`src/rtl/intc_pkg.sv`:
```
package intc_pkg;
    localparam logic [11:0] STAT_OFS   = 12'h070;
    localparam logic [11:0] MASK_OFS   = 12'h074;
    localparam int unsigned SRC_DMA    = 3;
    localparam int unsigned SRC_SERIAL = 7;
    localparam int unsigned SRC_SOUND  = 9;

    typedef enum logic {
        LINE_IDLE,
        LINE_RAISED
    } line_state_e;

    typedef enum logic [1:0] {
        SEL_NONE,
        SEL_STAT,
        SEL_MASK
    } reg_sel_e;
endpackage

```
`src/rtl/intc_req_edge.sv`:
```
module intc_req_edge #(
    parameter int unsigned NUM_SRC = 11
) (
    input  logic               clk,
    input  logic               rst_n,
    input  logic [NUM_SRC-1:0] req_i,
    output logic [NUM_SRC-1:0] rise_o
);
    logic [NUM_SRC-1:0] req_q;

    for (genvar g = 0; g < NUM_SRC; g++) begin : g_src
        always_ff @(posedge clk) begin
            if (!rst_n) req_q[g] <= 1'b0;
            else        req_q[g] <= req_i[g];
        end
        assign rise_o[g] = req_i[g] & ~req_q[g];
    end
endmodule

```
`src/rtl/intc_regs.sv`:
```
module intc_regs
    import intc_pkg::*;
#(
    parameter int unsigned NUM_SRC = 11,
    parameter int unsigned DATA_W  = 32,
    parameter int unsigned ADDR_W  = 12
) (
    input  logic               clk,
    input  logic               rst_n,
    input  logic [ADDR_W-1:0]  addr_i,
    input  logic [DATA_W-1:0]  wdata_i,
    input  logic [1:0]         be_lo_i,
    input  logic               wr_i,
    input  logic               rd_i,
    input  logic [NUM_SRC-1:0] rise_i,
    output logic [NUM_SRC-1:0] stat_q,
    output logic [NUM_SRC-1:0] mask_q,
    output logic [NUM_SRC-1:0] stat_d,
    output logic [NUM_SRC-1:0] mask_d,
    output logic               mask_wr_o,
    output logic [DATA_W-1:0]  rdata_o
);
    localparam int unsigned PAD_W = DATA_W - NUM_SRC;

    reg_sel_e           sel;
    logic               wr_ok;
    logic               stat_wr;
    logic [NUM_SRC-1:0] wval;

    always_comb begin
        if (addr_i[ADDR_W-1:2] == STAT_OFS[ADDR_W-1:2])      sel = SEL_STAT;
        else if (addr_i[ADDR_W-1:2] == MASK_OFS[ADDR_W-1:2]) sel = SEL_MASK;
        else                                                 sel = SEL_NONE;
    end

    assign wr_ok     = wr_i && (be_lo_i == 2'b11);
    assign stat_wr   = wr_ok && (sel == SEL_STAT);
    assign mask_wr_o = wr_ok && (sel == SEL_MASK);
    assign wval      = wdata_i[NUM_SRC-1:0];

    always_comb begin
        stat_d = (stat_wr ? (stat_q & mask_q & wval) : stat_q) | rise_i;
        mask_d = mask_wr_o ? wval : mask_q;
    end

    always_ff @(posedge clk) begin
        if (!rst_n) begin
            stat_q  <= '0;
            mask_q  <= '0;
            rdata_o <= '0;
        end else begin
            stat_q <= stat_d;
            mask_q <= mask_d;
            if (rd_i) begin
                unique case (sel)
                    SEL_STAT: rdata_o <= {{PAD_W{1'b0}}, stat_q};
                    SEL_MASK: rdata_o <= {{PAD_W{1'b0}}, mask_q};
                    default:  rdata_o <= '0;
                endcase
            end
        end
    end

    // a rising request is latched at the edge
    a_r2_rise_sets: assert property (@(posedge clk) disable iff (!rst_n)
        (|rise_i) |=> ((stat_q & $past(rise_i)) == $past(rise_i)));
    // a clear with no new request leaves only enabled bits
    a_r3_clear_masked: assert property (@(posedge clk) disable iff (!rst_n)
        (stat_wr && !(|rise_i)) |=> ((stat_q & ~$past(mask_q)) == '0));
    // the mask keeps the written value
    a_r5_mask_store: assert property (@(posedge clk) disable iff (!rst_n)
        mask_wr_o |=> (mask_q == $past(wval)));
    // padding above the register width reads as zero
    a_r8_upper_zero: assert property (@(posedge clk) disable iff (!rst_n)
        rdata_o[DATA_W-1:NUM_SRC] == '0);
endmodule

```
`src/rtl/intc_line_fsm.sv`:
```
module intc_line_fsm
    import intc_pkg::*;
#(
    parameter int unsigned NUM_SRC = 11
) (
    input  logic               clk,
    input  logic               rst_n,
    input  logic [NUM_SRC-1:0] stat_d,
    input  logic [NUM_SRC-1:0] mask_d,
    input  logic [NUM_SRC-1:0] stat_q,
    input  logic [NUM_SRC-1:0] mask_q,
    input  logic               mask_wr_i,
    output logic               irq_o,
    output logic               recheck_o
);
    line_state_e state_q, state_nx;
    logic        pend_nx;

    assign pend_nx = |(stat_d & mask_d);

    always_comb begin
        state_nx = state_q;
        unique case (state_q)
            LINE_IDLE:   if (pend_nx)  state_nx = LINE_RAISED;
            LINE_RAISED: if (!pend_nx) state_nx = LINE_IDLE;
            default:     state_nx = LINE_IDLE;
        endcase
    end

    always_ff @(posedge clk) begin
        if (!rst_n) begin
            state_q   <= LINE_IDLE;
            recheck_o <= 1'b0;
        end else begin
            state_q   <= state_nx;
            recheck_o <= mask_wr_i && pend_nx;
        end
    end

    always_comb begin
        irq_o = (state_q == LINE_RAISED);
    end

    // line tracks enabled pending bits of the register block
    a_r7_line_follows: assert property (@(posedge clk) disable iff (!rst_n)
        irq_o == (|(stat_q & mask_q)));
    // a re-check pulse always finds the line raised
    a_r6_recheck_irq: assert property (@(posedge clk) disable iff (!rst_n)
        recheck_o |-> irq_o);
endmodule

```
`src/rtl/intc_stat_mask.sv`:
```
module intc_stat_mask
    import intc_pkg::*;
#(
    parameter int unsigned NUM_SRC = 11,
    parameter int unsigned DATA_W  = 32,
    parameter int unsigned ADDR_W  = 12,
    localparam int unsigned BE_W   = DATA_W / 8
) (
    input  logic               clk,
    input  logic               rst_n,
    input  logic [ADDR_W-1:0]  bus_addr,
    input  logic [DATA_W-1:0]  bus_wdata,
    input  logic [BE_W-1:0]    bus_be,
    input  logic               bus_wr,
    input  logic               bus_rd,
    output logic [DATA_W-1:0]  bus_rdata,
    input  logic [NUM_SRC-1:0] irq_req,
    output logic               cpu_irq,
    output logic               recheck_pulse
);
    logic [NUM_SRC-1:0] rise;
    logic [NUM_SRC-1:0] stat_q, mask_q, stat_d, mask_d;
    logic               mask_wr;
    logic               unused_bits;

    assign unused_bits = ^{bus_addr[1:0], bus_be[BE_W-1:2]};

    intc_req_edge #(.NUM_SRC(NUM_SRC)) u_edge (
        .clk    (clk),
        .rst_n  (rst_n),
        .req_i  (irq_req),
        .rise_o (rise)
    );

    intc_regs #(.NUM_SRC(NUM_SRC), .DATA_W(DATA_W), .ADDR_W(ADDR_W)) u_regs (
        .clk       (clk),
        .rst_n     (rst_n),
        .addr_i    (bus_addr),
        .wdata_i   (bus_wdata),
        .be_lo_i   (bus_be[1:0]),
        .wr_i      (bus_wr),
        .rd_i      (bus_rd),
        .rise_i    (rise),
        .stat_q    (stat_q),
        .mask_q    (mask_q),
        .stat_d    (stat_d),
        .mask_d    (mask_d),
        .mask_wr_o (mask_wr),
        .rdata_o   (bus_rdata)
    );

    intc_line_fsm #(.NUM_SRC(NUM_SRC)) u_line (
        .clk       (clk),
        .rst_n     (rst_n),
        .stat_d    (stat_d),
        .mask_d    (mask_d),
        .stat_q    (stat_q),
        .mask_q    (mask_q),
        .mask_wr_i (mask_wr),
        .irq_o     (cpu_irq),
        .recheck_o (recheck_pulse)
    );

    // no re-check pulse without a mask write in the cycle before
    a_r6_pulse_cause: assert property (@(posedge clk) disable iff (!rst_n)
        recheck_pulse |-> $past(bus_wr && bus_be[1:0] == 2'b11
                                && bus_addr[ADDR_W-1:2] == MASK_OFS[ADDR_W-1:2]));
endmodule

```
`config.mk`:
```
export PLATFORM = sky130hd
export DESIGN_NAME = intc_stat_mask
export DESIGN_NICKNAME = d
export VERILOG_FILES = /design/src/rtl/intc_pkg.sv /design/src/rtl/intc_req_edge.sv /design/src/rtl/intc_regs.sv /design/src/rtl/intc_line_fsm.sv /design/src/rtl/intc_stat_mask.sv
export SDC_FILE = /design/constraint.sdc
export NUM_CORES = 1
export LEC_CHECK = 0
export BUFFER_PORTS_ARGS = -buffer_cell sky130_fd_sc_hd__buf_4
export CAP_MARGIN = 20
export CORE_ASPECT_RATIO = 2
export CORE_MARGIN = 8
export CORE_UTILIZATION = 48
export DETAILED_ROUTE_END_ITERATION = 8
export PLACE_DENSITY = 0.84
export REMOVE_ABC_BUFFERS = 1
export SETUP_SLACK_MARGIN = 0.2
export SLEW_MARGIN = 40
export SYNTH_ARGS = -nofsm -noshare
export SYNTH_HDL_FRONTEND = slang
export SYNTH_SLANG_ARGS = --single-unit
```
`constraint.sdc`:
```
create_clock -name clk -period 2.1 [get_ports clk]
set_input_delay 0 -clock clk [delete_from_list [all_inputs] [get_ports clk]]
set_output_delay 0 -clock clk [all_outputs]
set_load 0.01 [all_outputs]
```
==> results.toml, run 1 <==
[clock_tree]
clk_latency_ns = 0.29
tritoncts = "done"
cts.htree.levels = 2
cts_root_buf = "clkbuf_8"
cts.clk_slew.worst_paths_ns = 0.08
cts_buffer_depth = 2
clock_sinks = 46
cts_buffers = 5

[floorplanning]
std_cell_rows = 37
die_h_um = 117
die-area_mm2 = 0.00777
num_io_pins = 97
dieWidth_um = 66.4
coreArea_mm2 = 0.00505
initial_core_util_pct = 48.4

[yosys]
yosysWarnings = 0
synthCells = 268
synth-seq-cells = 46
synth_area_mm2 = 0.00244
netlist.area_leader.share_pct = 37.7
synth-edff-count = 0
synth.distinct_cells = 45
yosysSeqAreaShare_pct = 37.7
async_reset_ff_share_pct = 0
avgSynthCellArea_um2 = 9.11
ys_top_cells_by_area = "dfxtp_1, mux2i_1, and2_1, buf_4, nand2b_1"
synth_ff_type = "dfxtp_1"
synth_top_area_cell = "dfxtp_1"

[setup_path]
path_cells = "nand2b_4 > or4bb_1 > a21oi_2 > o211ai_1 > a2111oi_2 > a21boi_1"
crit_path_end_kind = "flop"
arrival_ns = 2.01
path_class = "flop to flop"
crit_fanout = 4
slowest_delay_ns = 0.49
crit_path_start_kind = "flop"
cpLargestDelayFamily = "compound AO/OA/AOI/OAI gates"
cp.depth = 6
crit_slowest_cell = "or4bb_1"
ff2ff_path_depth = 6
cp.required_ns = 2.27
r2r_slack_ns = 0.26
critPathBufInv = 0

[final_layout]
area_delta_synth_final_pct = 26.1
ff_latch_area_um2 = 921
diodes = 0
final_nets = 397
nFillCells = 446
multiInputGateArea_mm2 = 0.00135
drive_above_1_share_pct = 24.2

[pwr]
seq_power_share_pct = 53.3
clockPowerShare_pct = 32.6
combPwrFrac_pct = 14.1
switching_power_uw = 419
p_per_area_mw_per_mm2 = 556
switching_share_pct = 24.5
vdd_ir_drop_max_v = 0.000537
design_power_total_uw = 1710
p_int_uw = 1290
leakage_uw = 0.00128

[timing]
fin_crit_sh_pct = 87.6
slew-limit-headroom_pct = 61.0
hold_viol_final = 0
drv_slew = 0
timing_worst_slew_pin_value_ns = 0.584
clock.fmax_ghz = 0.544
rsz0062_at_grt = "no"
fin_skew_ns = 0.00415
setup_viol = 0
post-route-min-period_ns = 1.84
tns_ns = 0

[global_routing]
grt_pass1_wl_mm = 9.38
grt_max_degree = 47
grt_util_all_layers_pct = 14.9
grt_overflow = 0
grt_pass1_vias = 2164
grt_antenna_before_repair = 0

[drt]
drt_iter0_drc = 78
drc = 0
wl_mm = 5.93
vias_per_cell = 5.18
antenna_left = 0
wl_per_cell_um = 15.1
vias = 2036
dr.pass1.iters = 4

[job]
drv_cap = 0

[place]
dpl.hpwl_mm = 4.13
gp_congestion = 0.800
port_buffers = 50

[outcome]
outcome = "completed"

[hold_path]
hold_path_depth = 3
hold_class = "primary input to flop"
-- kinds of logic (layout without fill, tap and decap cells) --
family | Yosys count | count (layout) | share of synthesized area (%)
flops | 46 | 46 | 37.7
simple gates | 94 | 94 | 25.2
compound gates | 59 | 59 | 17.1
buf+inv | 46 | 93 | 10.8
mux | 22 | 22 | 9.02
other cells | 1 | 21 | 0.154
-- worst min-delay path: stages --
cell,delay [ns]
buf_4,0.10
mux2i_1,0.06
nor2b_1,0.10
-- final timing paths --
| kind | start | endpoint |
|---|---|---|
| hold reg to reg | u_regs.stat_q[9] | u_regs.stat_q[9] |
| hold / removal | bus_wdata[2] | u_regs.mask_q[2] |
| setup / recovery | u_edge.req_q[1] | u_line.irq_o |
| setup reg to reg | u_edge.req_q[1] | u_line.irq_o |
-- Yosys cell counts, types with 2 or more instances --
master      n
buf_4      21
nand3_1     2
inv_1      12
dfxtp_1    46
nor2_1     10
mux2i_1    22
o22ai_1    14
and2_1     34
o211ai_1    2
or2b_2      3
o21ai_0    13
nor2b_1    14
buf_2       4
o32ai_1     2
a2111oi_2   2
a21oi_1     5
a21boi_0    8
a21boi_1    3
nand2_1     2
o311ai_0    2
nand2b_1   15
clkbuf_1    8
nor3_1      2
-- power by group through the flow --
stage,sequential [uW],combinational [uW],clock [uW]
detailed placement,933,202,0
CTS,912,230,563
global route,915,262,599
finish,913,241,558
global placement,931,194,0
floorplan,929,100,0
-- flip-flops by register name (all words and copies together), names as in the netlist --
signal	cells
u_line.irq_o	1
u_regs.rdata_o	11
u_edge.req_q	11
u_regs.stat_q	11
u_line.recheck_o	1
u_regs.mask_q	11
-- final cells by class --
type                       count  share of cell area [%]
clock inverter                 1                   0.162
clock buffer                   7                    2.80
inverter                      12                    1.46
tap                           58                    2.36
sequential                    46                    29.9
multi-input combinational    196                    43.9
timing repair buffer          73                    19.5
-- per-layer routing --
| layer | vias up | share of wire (%) | track usage [%] |
|---|---|---|---|
| met5 | - | 0 | 0 |
| met4 | 0 | 1.2 | 6.17 |
| met3 | 7 | 7.1 | 4.39 |
| met2 | 56 | 51 | 26.2 |
| met1 | 962 | 40 | 16.0 |
| li1 | 1011 | - | - |
-- layout by cell type, fill, tap and decap left out, types with 3 or more instances in the layout --
cell type	n
a21oi_1	4
nor2_1	10
dfxtp_1	46
dlygate4sd3_1	17
o22ai_1	14
conb_1	21
buf_4	54
a21boi_1	3
nor2b_1	14
or2b_2	3
and2_1	34
a21boi_0	8
inv_1	12
mux2i_1	22
o21ai_0	13
clkbuf_8	6
nand2b_1	13
-- through the flow --
stage                     setup WS, ns  hold slack [ns]  utilization (%)  cell area (um2)  std cells
after floorplan                  0.349            0.116                -             2300        254
after global placement           0.248            0.209             55.0             2780        366
after detailed placement         0.181            0.217             55.0             2780        366
after CTS                        0.244          0.00367             60.4             3050        392
after global routing             0.185           0.0103             61.0             3080        393
final                            0.261          0.00352             61.0             3080        393
-- what timing repair did --
action                     4_1_cts  5_1_grt
gates resized for setup          0        5
hold buffers                    18        0
setup endpoints to repair        1        2
pin swaps                        1        5
setup buffers                    0        1
hold endpoints to repair        18        0
Power figures use the tool's default switching activity.
==> inputs of run 2 (changes only) <==
--- a/config.mk
+++ b/config.mk
@@ -7,11 +7,13 @@
 export LEC_CHECK = 0
 export BUFFER_PORTS_ARGS = -buffer_cell sky130_fd_sc_hd__buf_4
 export CAP_MARGIN = 20
+export CELL_PAD_IN_SITES_DETAIL_PLACEMENT = 1
+export CELL_PAD_IN_SITES_GLOBAL_PLACEMENT = 1
 export CORE_ASPECT_RATIO = 2
-export CORE_MARGIN = 8
-export CORE_UTILIZATION = 48
+export CORE_UTILIZATION = 36
+export CTS_BUF_LIST = sky130_fd_sc_hd__clkbuf_4 sky130_fd_sc_hd__clkbuf_8
 export DETAILED_ROUTE_END_ITERATION = 8
-export PLACE_DENSITY = 0.84
+export PLACE_DENSITY = 0.86
 export REMOVE_ABC_BUFFERS = 1
 export SETUP_SLACK_MARGIN = 0.2
 export SLEW_MARGIN = 40
==> run 2 against run 1 <==
Global-route usage rose by 4.8 points. Largest cell class unchanged. Clock skew increased by 0.0078 ns. Routed wire length grew 11%. Utilization fell by 13 points.
==> results.toml, run 2 (synthesized netlist as in run 1, its figures left out) <==
[final_layout]
area_delta_synth_final_pct = 30.3
finish.instance_area_mm2 = 0.00318
final_nets = 403
final_common_cell = "buf_4"
stdcell_count = 429
diodes = 0
drive_above_1_share_pct = 24.3
final_cell_mix = "buf_4, dfxtp_1, and2_1"

[global_routing]
grt_util_all_layers_pct = 19.8
grt_overflow = 0
met2_usage_pct = 35.9
grt_pass1_wl_mm = 10.6
grt_busiest_layer = "met2"
grt_max_degree = 47
met3_usage_pct = 3.17
grt_antenna_before_repair = 0
gr-usage-met1_pct = 20.4
grt_pass1_vias = 2264

[timing]
tns_ns = 0
clock.fmax_ghz = 0.532
timing.final.ws_setup_ns = 0.222
drv_slew = 0
hold_viol_final = 0
post-route-min-period_ns = 1.88
slew-limit-headroom_pct = 58.6
timing_worst_slew_pin_value_ns = 0.619
rsz0062_at_grt = "yes"
fin_skew_ns = 0.0120
setup_viol = 0
fin_crit_sh_pct = 89.5

[place]
dpl_cell_area_mm2 = 0.00283
dp.cells = 398
gp_congestion = 0.794
dpl_worst_slack_ns = 0.177
port_buffers = 50
dpl.hpwl_mm = 4.60

[outcome]
outcome = "completed"

[setup_path]
crit_slowest_cell = "dlygate4sd3_1"
cpLargestDelayFamily = "compound AO/OA/AOI/OAI gates"
path_cells = "dlygate4sd3_1 > buf_4 > nand2b_4 > or4bb_1 > a21oi_2 > o211ai_1 > a2111oi_2 > a21boi_1"
cp.required_ns = 2.29
crit_fanout = 3
r2r_slack_ns = 0.23
arrival_ns = 2.07
crit_path_end_kind = "flop"
slowest_delay_ns = 0.55
path_class = "primary input to flop"
crit_path_start_kind = "primary input"
critPathBufInv = 2

[drt]
antenna_left = 0
vias_per_cell = 4.97
wl_per_cell_um = 15.3
drc = 0
dr.pass1.iters = 4
vias = 2133
drt_iter0_drc = 24
wl_mm = 6.57

[pwr]
clockPowerShare_pct = 37.3
vdd_ir_drop_max_v = 0.000549
switching_share_pct = 23.9
leakage_uw = 0.00131
p_per_area_mw_per_mm2 = 583
design_power_total_uw = 1850
switching_power_uw = 443
p_int_uw = 1410
combPwrFrac_pct = 13.5
seq_power_share_pct = 49.3

[clock_tree]
cts_buffers = 5
cts.clk_slew.worst_paths_ns = 0.09
cts_buffer_depth = 2
cts.htree.levels = 2
clk_latency_ns = 0.31
tritoncts = "done"
cts_root_buf = "clkbuf_8"
clock_sinks = 46

[floorplanning]
num_io_pins = 97
std_cell_rows = 42
initial_core_util_pct = 37.2
die_h_um = 118
die-area_mm2 = 0.00714
dieWidth_um = 60.2
coreArea_mm2 = 0.00657

[hold_path]
hold_class = "primary input to flop"

[job]
drv_cap = 0
-- run 2: changes by cell type in the layout (fill, tap and decap cells not counted), sizes merged --
cell / before / now
buf: 55 / 57
bufinv: 0 / 1
clkinv: 1 / 0
dlygate4sd3: 17 / 22
dlymetal6s4s: 1 / 0
-- run 2: final cells by class --
type,instances,area (um2)
fill,769,3390
multi-input combinational,196,1340
sequential,46,921
timing repair buffer,79,648
tap,88,110
clock buffer,7,83.8
inverter,12,45.0
clock inverter,1,30.0
-- run 2: worst register-to-register path, stage by stage, from the launching register on --
cell       delay (ns)
dfxtp_1          0.32
nand2b_4         0.12
or4bb_1          0.51
a21oi_2          0.14
o211ai_1         0.11
a2111oi_2        0.43
a21boi_1         0.11
-- run 2: per-stage QoR --
stage / hold slack, ns / util (%)
CTS: 0.111 / 48.2
detailed placement: 0.215 / 43.1
global placement: 0.212 / 43.1
floorplan: 0.116 / -
global route: 0.149 / 48.4
finish: 0.113 / 48.4
-- run 2: path summary, 6_finish.rpt --
kind	start	to	cells past startpoint
max	irq_req[1]	u_line.irq_o	8
min	rst_n	u_line.recheck_o	3
max reg2reg	u_edge.req_q[1]	u_line.irq_o	6
min reg2reg	u_regs.stat_q[7]	u_regs.stat_q[7]	2
-- run 2: layer usage --
metal	share of wire [%]	up-vias
met5	0	-
met4	3.2	0
met3	3.7	12
met2	55	66
met1	38	1034
li1	-	1021
-- run 2: timing repair --
| action | in CTS | in global routing |
|---|---|---|
| pin swaps | 1 | 6 |
| buffers inserted | 0 | 1 |
| gates resized for setup | 0 | 3 |
| endpoints found under the hold margin | 22 | 0 |
| hold buffers | 22 | 0 |
| endpoints found under the setup margin | 2 | 2 |
-- run 2: power by group through the flow --
stage	clock network (uW)	logic, uW	registers [uW]
global placement	0	203	931
detailed placement	0	211	933
finish	691	250	913
floorplan	0	100	929
global route	740	274	916
CTS	706	245	913
